**src/rtl/ocp_pkg.sv**
```systemverilog
package ocp_pkg;
  typedef enum logic {
    SEL_CTL  = 1'b0,
    SEL_STAT = 1'b1
  } sel_e;
endpackage

```
**src/rtl/ocp_sync.sv**
```systemverilog
module ocp_sync #(
  parameter int unsigned W      = 16,
  parameter int unsigned STAGES = 2
) (
  input  logic         clk,
  input  logic         rst,
  input  logic [W-1:0] d_i,
  output logic [W-1:0] q_o
);
  logic [W-1:0] stg_q [STAGES];

  always_ff @(posedge clk) begin
    if (rst) begin
      for (int i = 0; i < STAGES; i++) stg_q[i] <= '0;
    end else begin
      stg_q[0] <= d_i;
      for (int i = 1; i < STAGES; i++) stg_q[i] <= stg_q[i-1];
    end
  end

  assign q_o = stg_q[STAGES-1];
endmodule

```
**src/rtl/ocp_rearm_reg.sv**
```systemverilog
module ocp_rearm_reg #(
  parameter int unsigned W = 16
) (
  input  logic         clk,
  input  logic         rst,
  input  logic         we_i,
  input  logic [W-1:0] wdata_i,
  output logic [W-1:0] ctl_o,
  output logic [W-1:0] rise_o
);
  logic [W-1:0] ctl_q;
  logic [W-1:0] prev_q;

  always_ff @(posedge clk) begin
    if (rst) begin
      ctl_q  <= '0;
      prev_q <= '0;
    end else begin
      prev_q <= ctl_q;
      if (we_i) ctl_q <= wdata_i;
    end
  end

  assign ctl_o  = ctl_q;
  assign rise_o = ctl_q & ~prev_q;


  store_word_chk: assert property (@(posedge clk) disable iff (rst)
    we_i |=> (ctl_q == $past(wdata_i)));


  single_pulse_chk: assert property (@(posedge clk) disable iff (rst)
    (|rise_o) |=> ((rise_o & $past(rise_o)) == '0));
endmodule

```
**src/rtl/ocp_chan_latch.sv**
```systemverilog
module ocp_chan_latch (
  input  logic clk,
  input  logic rst,
  input  logic sense_i,
  input  logic rearm_i,
  output logic off_o
);
  logic off_q;

  always_ff @(posedge clk) begin
    if (rst)            off_q <= 1'b0;
    else if (sense_i)   off_q <= 1'b1;
    else if (rearm_i)   off_q <= 1'b0;
  end

  assign off_o = off_q;


  fault_wins_chk: assert property (@(posedge clk) disable iff (rst)
    sense_i |=> off_q);


  hold_off_chk: assert property (@(posedge clk) disable iff (rst)
    (off_q && !rearm_i) |=> off_q);


  rearm_clear_chk: assert property (@(posedge clk) disable iff (rst)
    (off_q && rearm_i && !sense_i) |=> !off_q);


  no_spurious_trip_chk: assert property (@(posedge clk) disable iff (rst)
    (!off_q && !sense_i) |=> !off_q);
endmodule

```
**src/rtl/ocp_latch_ctrl.sv**
```systemverilog
module ocp_latch_ctrl #(
  parameter int unsigned NCH         = 16,
  parameter int unsigned SYNC_STAGES = 2
) (
  input  logic           clk,
  input  logic           rst,
  input  logic [NCH-1:0] sense_i,
  input  logic           wr_en_i,
  input  logic           rd_en_i,
  input  logic           addr_i,
  input  logic [NCH-1:0] wdata_i,
  output logic [NCH-1:0] rdata_o,
  output logic [NCH-1:0] port_en_o
);
  import ocp_pkg::*;

  logic [NCH-1:0] sense_s;
  logic [NCH-1:0] ctl_w;
  logic [NCH-1:0] rise_w;
  logic [NCH-1:0] off_w;
  logic [NCH-1:0] rdata_q;
  logic           ctl_we;

  ocp_sync #(.W(NCH), .STAGES(SYNC_STAGES)) u_sync (
    .clk (clk),
    .rst (rst),
    .d_i (sense_i),
    .q_o (sense_s)
  );

  assign ctl_we = wr_en_i && (addr_i == SEL_CTL);

  ocp_rearm_reg #(.W(NCH)) u_ctl (
    .clk     (clk),
    .rst     (rst),
    .we_i    (ctl_we),
    .wdata_i (wdata_i),
    .ctl_o   (ctl_w),
    .rise_o  (rise_w)
  );

  for (genvar n = 0; n < NCH; n++) begin : g_chan
    ocp_chan_latch u_lat (
      .clk     (clk),
      .rst     (rst),
      .sense_i (sense_s[n]),
      .rearm_i (rise_w[n]),
      .off_o   (off_w[n])
    );
  end

  always_ff @(posedge clk) begin
    if (rst)          rdata_q <= '0;
    else if (rd_en_i) rdata_q <= (addr_i == SEL_STAT) ? off_w : ctl_w;
  end

  assign rdata_o   = rdata_q;
  assign port_en_o = ~off_w;


  status_read_chk: assert property (@(posedge clk) disable iff (rst)
    (rd_en_i && addr_i == SEL_STAT) |=> (rdata_o == ~$past(port_en_o)));


  rdata_hold_chk: assert property (@(posedge clk) disable iff (rst)
    !rd_en_i |=> $stable(rdata_o));
endmodule

```
**config.mk**
```make
export PLATFORM = sky130hd
export DESIGN_NAME = ocp_latch_ctrl
export DESIGN_NICKNAME = d
export VERILOG_FILES = /design/src/rtl/ocp_pkg.sv /design/src/rtl/ocp_sync.sv /design/src/rtl/ocp_rearm_reg.sv /design/src/rtl/ocp_chan_latch.sv /design/src/rtl/ocp_latch_ctrl.sv
export SDC_FILE = /design/constraint.sdc
export NUM_CORES = 1
export LEC_CHECK = 0
export ABC_CLOCK_PERIOD_IN_PS = 1400
export BUFFER_PORTS_ARGS = -buffer_cell sky130_fd_sc_hd__buf_2
export CORE_UTILIZATION = 57
export CTS_CLUSTER_DIAMETER = 60
export DETAILED_ROUTE_END_ITERATION = 8
export GPL_TIMING_DRIVEN = 0
export PLACE_DENSITY = 0.84
export SLEW_MARGIN = 5
export SYNTH_ARGS = -nofsm -noshare
export SYNTH_HDL_FRONTEND = slang
export SYNTH_SLANG_ARGS = --single-unit
```
**constraint.sdc**
```tcl
create_clock -name clk -period 1.4 [get_ports clk]
set_input_delay 0.28 -clock clk [delete_from_list [all_inputs] [get_ports clk]]
set_output_delay 0.28 -clock clk [all_outputs]
set_load 0.03 [all_outputs]
```
* Word level (Yosys, flattened, before mapping)
Memories as Yosys holds them, arrays and structs flattened.
Index checks and enable logic that the tools add are counted.
** Storage, ports and cells
- Register bits after elaboration :: 64
- Bits in writable memories :: 32
- Input port bits :: 37
- Output and inout bits :: 32
- Logic and storage cells :: 81
- Memories kept :: 1
** Memory list
- u_sync.stg_q :: words 2, bits a word 16, read ports 2, clocked after memory_dff 0, write ports 2, RTL line ocp_sync.sv:10 : logic [W-1:0] stg_q [STAGES];
** Cells by class
- Mux-type cells :: 38
- Bitwise gates (word level) :: 6
- Reduce and logical (&&, ||, !) cells :: 17
** Operators with widths (count)
- $mux 16 :: 3
- $mux 1 :: 35
- $not 16->16 :: 2
- $reduce_bool 2->1 :: 16
- $and 16x16->16 :: 1
- $or 1x1->1 :: 2
- $logic_and 1x1->1 :: 1
- $not 1->1 :: 1

* Logic depth before layout (Yosys ltp)
- Depth in word-level cells :: 4
- Depth in mapped cells :: 6
- Mapped depth without buffers :: 3

* Hierarchy
A second synthesis with hierarchy kept.
** Second synthesis, totals
- Cells, all modules :: 336
- Area, all modules :: 3493.4 um2
** Modules (own cells, without submodules)
- ocp_rearm_reg :: times used 1, cells each 101, area each 1106.1 um2, sequential area each 640.6 um2
- ocp_sync :: times used 1, cells each 83, area each 983.4 um2, sequential area each 640.6 um2
- ocp_latch_ctrl :: times used 1, cells each 88, area each 783.3 um2, sequential area each 320.3 um2
- ocp_chan_latch :: times used 16, cells each 4, area each 38.8 um2, sequential area each 20.0 um2

* Least setup slack after synthesis
Ideal clock, no wire load.
- Path type :: input -> register
- Start point :: input port addr_i
- End point :: register u_ctl.ctl_q[10] (netlist: u_ctl.ctl_o[10])
- Library setup time :: 116 ps
- Data arrival time :: 901 ps
- Setup slack :: 383 ps
- Stages :: 6
- Cell sequence :: buf_6 > nand2b_4 > buf_6 > buf_12 > nand2_2 > a21oi_2
** Between the ends
- Cells in the longest elaborated chain, start to end :: 2
** RTL lines
- start: declaration :: RTL line ocp_latch_ctrl.sv:10 : input logic addr_i,
- $not 1->1 :: RTL line ocp_latch_ctrl.sv:31 : assign ctl_we = wr_en_i && (addr_i == SEL_CTL);
- $logic_and 1x1->1 :: RTL line ocp_latch_ctrl.sv:31
- end signal: assignment :: RTL line ocp_rearm_reg.sv:20 : if (we_i) ctl_q <= wdata_i;
- end: declaration :: RTL line ocp_rearm_reg.sv:11 : logic [W-1:0] ctl_q;
No other way between the ends.
A chain may end at the register's enable or synchronous reset.

* Worst setup path after layout
- Start point :: register g_chan[6].u_lat.off_q
- End point :: output port port_en_o[6]
** Between the ends
- Cells in the longest elaborated chain, start to end :: 1
** RTL lines
- start: declaration :: RTL line ocp_chan_latch.sv:8 : logic off_q;
- start signal: assignment :: RTL line ocp_chan_latch.sv:11 : if (rst) off_q <= 1'b0;
- start signal: assignment :: RTL line ocp_chan_latch.sv:12 : else if (sense_i) off_q <= 1'b1;
- start signal: assignment :: RTL line ocp_chan_latch.sv:13 : else if (rearm_i) off_q <= 1'b0;
- $not 16->16 :: RTL line ocp_latch_ctrl.sv:58 : assign port_en_o = ~off_w;
- end: declaration :: RTL line ocp_latch_ctrl.sv:13 : output logic [NCH-1:0] port_en_o
No other way between the ends.

==> summary.md <==
The flow ran to the end, and the final reports show no timing, DRC or antenna violations. The remaining antenna violation count after routing was 0; the pin count of the biggest net entering global routing was 16. The total congestion overflow after global routing is 0, and the global-route wire length before repair is 9.83 mm. The worst hold path belongs to the class input port to register.

The total global-route track usage is 0.221, and the average footprint of a synthesized cell is 10.1 um2. The proportion of layout cells with a drive suffix above 1 works out to 0.283. In this run the deepest clock path goes through 2 buffers. Worst setup timing slack at the placement stage: 0.244 ns. The measured slew at the worst slew-check pin was 0.586 ns; the wire length per cell after detailed routing was 13.1 um. For the worst flop-to-flop path, the logic depth is 2. Data on the critical path is required at its endpoint by 1.12 ns. In this design, the stage delay of the slowest critical-path cell is 0.38 ns.

The logs give 0.60 ns for the setup slack on the worst flop-to-flop path and 0.595 for the starting utilization of the core area. Clock latency on the worst-skew pair, taken at its later pin, is 0.35 ns. For the starting DRC count in detailed routing, the log shows 82. The signal on the critical path passes through inv_1 -> buf_2. For this block, the routed nets add up to 6.28 mm of wire. Counting instances, the worst hold path has a depth of 2.

The logs give 2,108 for the number of global-route vias before repair and 0.131 ns for the smallest hold slack. Yosys printed 0 warnings. Type of the worst setup path: register to primary output. The die is 78.0 um wide. The analysis attributes to cell leakage a power of 0.00160 uW. The tree built by TritonCTS fans out to 96 sinks.

The area of the die was 0.00609 mm2; the final critical-path share of the clock period was 0.877. Setup repair after global routing left no endpoint under its margin. The aggregate negative setup slack was 0 ns.

For the initial antenna violation count, the log shows 0. In this run the clock root is driven by a sky130_fd_sc_hd__clkbuf_8. The run gives 0.95 ns as the data arrival time of the critical path. Setup violations remaining at the end of the flow were counted as 0.

Compared with the post-synthesis result, the final layout area differs by 17.8%. The worst hold path terminates at u_sync.stg_q[0][1]. The tools report the I/O pin total as 69.

After clock tree synthesis, the clock-pin slew on the worst setup and hold paths is 0.08 ns. For the total CTS buffers, the log shows 9. The run gives 0 as the number of resized instances in the post-cts repair step. Share of the core filled with cells: 0.701. The largest individual stage delay along the critical path comes from the cell sky130_fd_sc_hd__dfxtp_1. Post-CTS timing repair inserted 0 buffers for setup. The HPWL after detailed placement is 4.45 mm. The total DRC errors in the routed layout is 0, and the post-synthesis instance total is 325. Launch instance of the worst register-to-register path: u_ctl.ctl_o[8]. Endpoint of the most critical register-to-register path: rdata_o[8].

The worst setup path is launched from a register. The critical path starts at g_chan[6].u_lat.off_o. The die outline height was 78.0 um. The logs give 27 for the standard-cell row count and 0.761 for the routability congestion estimate from global placement. The maximum clock frequency was 0.814 GHz. The final hold violation count came out at 0. The final-stage net count is 439, and the count of input and output buffers is 66. The sequential-to-total area share from yosys stat was 0.583. The average vias per placed instance is 4.84, and the area of the core is 0.00554 mm2.

The H-tree generated during clock tree synthesis spans 3 levels. The mapped netlist covers 0.00330 mm2. 0 antenna diodes ended up in the layout.

The critical path contains buffers and inverters numbering 2 combined. IR analysis of the VDD net gives a maximum drop of 0.000733 V. The total power divided by cell area is 1280 mW/mm2. The number of nets handed over by synthesis was 362. Final setup slack of the worst path: 0.172 ns. Leaving out fill and tap cells, the most frequent cell in the layout is sky130_fd_sc_hd__dfxtp_1. Across the routed clock network, the largest skew measured is 0.00873 ns.

In this run the most critical hold path is launched from rst. The logs give 0 for the number of max-slew violations in the final report and 20 for the number of library cell types mapped by synthesis. The number of synthesized register bits is 96, and the quantity of hold-fixing buffers added after cts is 0. TritonCTS built the clock tree. Remaining max-slew budget at the tightest pin: 0.609.

Across the run, the number of max-cap violations was 0. STA classifies the critical path endpoint as a primary output. Before antenna repair, the detailed router went through 4 iterations. Counting I/O delays and the setup requirement, the final critical path takes 1.23 ns.

In the layout the commonest cells are sky130_fd_sc_hd__dfxtp_1 (96), sky130_fd_sc_hd__buf_2 (70), sky130_fd_sc_hd__nor2b_1 (48). Detailed routing inserted a total of 2,318 vias. The cell family contributing the most delay on the critical path is flip-flops. The largest fanout on the critical path was 3.
==> registers in the layout (all words and copies together), names as in the netlist <==
register and flops:
g_chan.u_lat.off_o 16, u_sync.stg_q 32, u_ctl.prev_q 16, rdata_o 16, u_ctl.ctl_o 16
==> area by class of cell <==
cell class	instances	area (um2)
inverter	16	60.1
timing repair buffer	66	330
fill	441	1660
sequential	96	1920
buffer	19	148
clock buffer	11	131
clock inverter	5	33.8
tap	72	90.1
multi-input combinational	194	1170
==> through the flow <==
| step | std cells | instance area (um2) | total power [uW] |
|---|---|---|---|
| after floorplan | 325 | 3300 | 3340 |
| after global routing | 479 | 3880 | 5190 |
| after detailed placement | 463 | 3720 | 3520 |
| final | 479 | 3880 | 4970 |
| after global placement | 463 | 3720 | 3500 |
| after CTS | 479 | 3880 | 5020 |
==> power by group <==
part | leakage, uW | total (uW) | internal, uW | switching, uW
logic | 0.000734 | 528 | 214 | 314
registers | 0.000789 | 2930 | 2860 | 69.5
clock network | 0.0000793 | 1520 | 643 | 875
total | 0.00160 | 4970 | 3710 | 1260
==> worst register-to-register path, cell delays in order (launching register included) <==
cell	delay (ns)
sky130_fd_sc_hd__dfxtp_1	0.40
sky130_fd_sc_hd__mux2i_1	0.09
sky130_fd_sc_hd__a211oi_1	0.23
==> synthesized netlist by cell type, drive strengths merged <==
cell type  number  area share
nor2b          49       0.094
a21oi          32       0.060
nor2           32       0.036
dfxtp          96        0.58
inv            16       0.018
mux2i          16       0.049
nand2          32       0.044
nand2b         17       0.035
clkbuf          7       0.011
a211oi         16       0.036
buf            12       0.034
==> metal layers <==
| layer | wire [um] | GRT usage | up-vias |
|---|---|---|---|
| li1 | - | - | 1184 |
| met1 | 2740 | 0.265 | 1074 |
| met2 | 3200 | 0.374 | 47 |
| met3 | 202 | 0.0419 | 13 |
| met4 | 133 | 0.120 | 0 |
| met5 | 0 | 0 | - |
==> how the worst max path moves through the flow <==
stage	to	slack, ns	cells past startpoint
floorplan	u_ctl.ctl_o[10]	0.38	6
global placement	u_ctl.ctl_o[8]	0.26	6
detailed placement	u_ctl.ctl_o[13]	0.24	6
CTS	port_en_o[6]	0.15	2
global route	port_en_o[5]	0.10	2
finish	port_en_o[6]	0.17	2
==> cells by family after synthesis <==
logic type / synth area share
AND/OR/NAND/NOR: 0.209
flip-flops: 0.583
AO/OA/AOI/OAI: 0.0964
buffers and inverters: 0.0630
multiplexers: 0.0486
(Power assumes the default switching activity.)
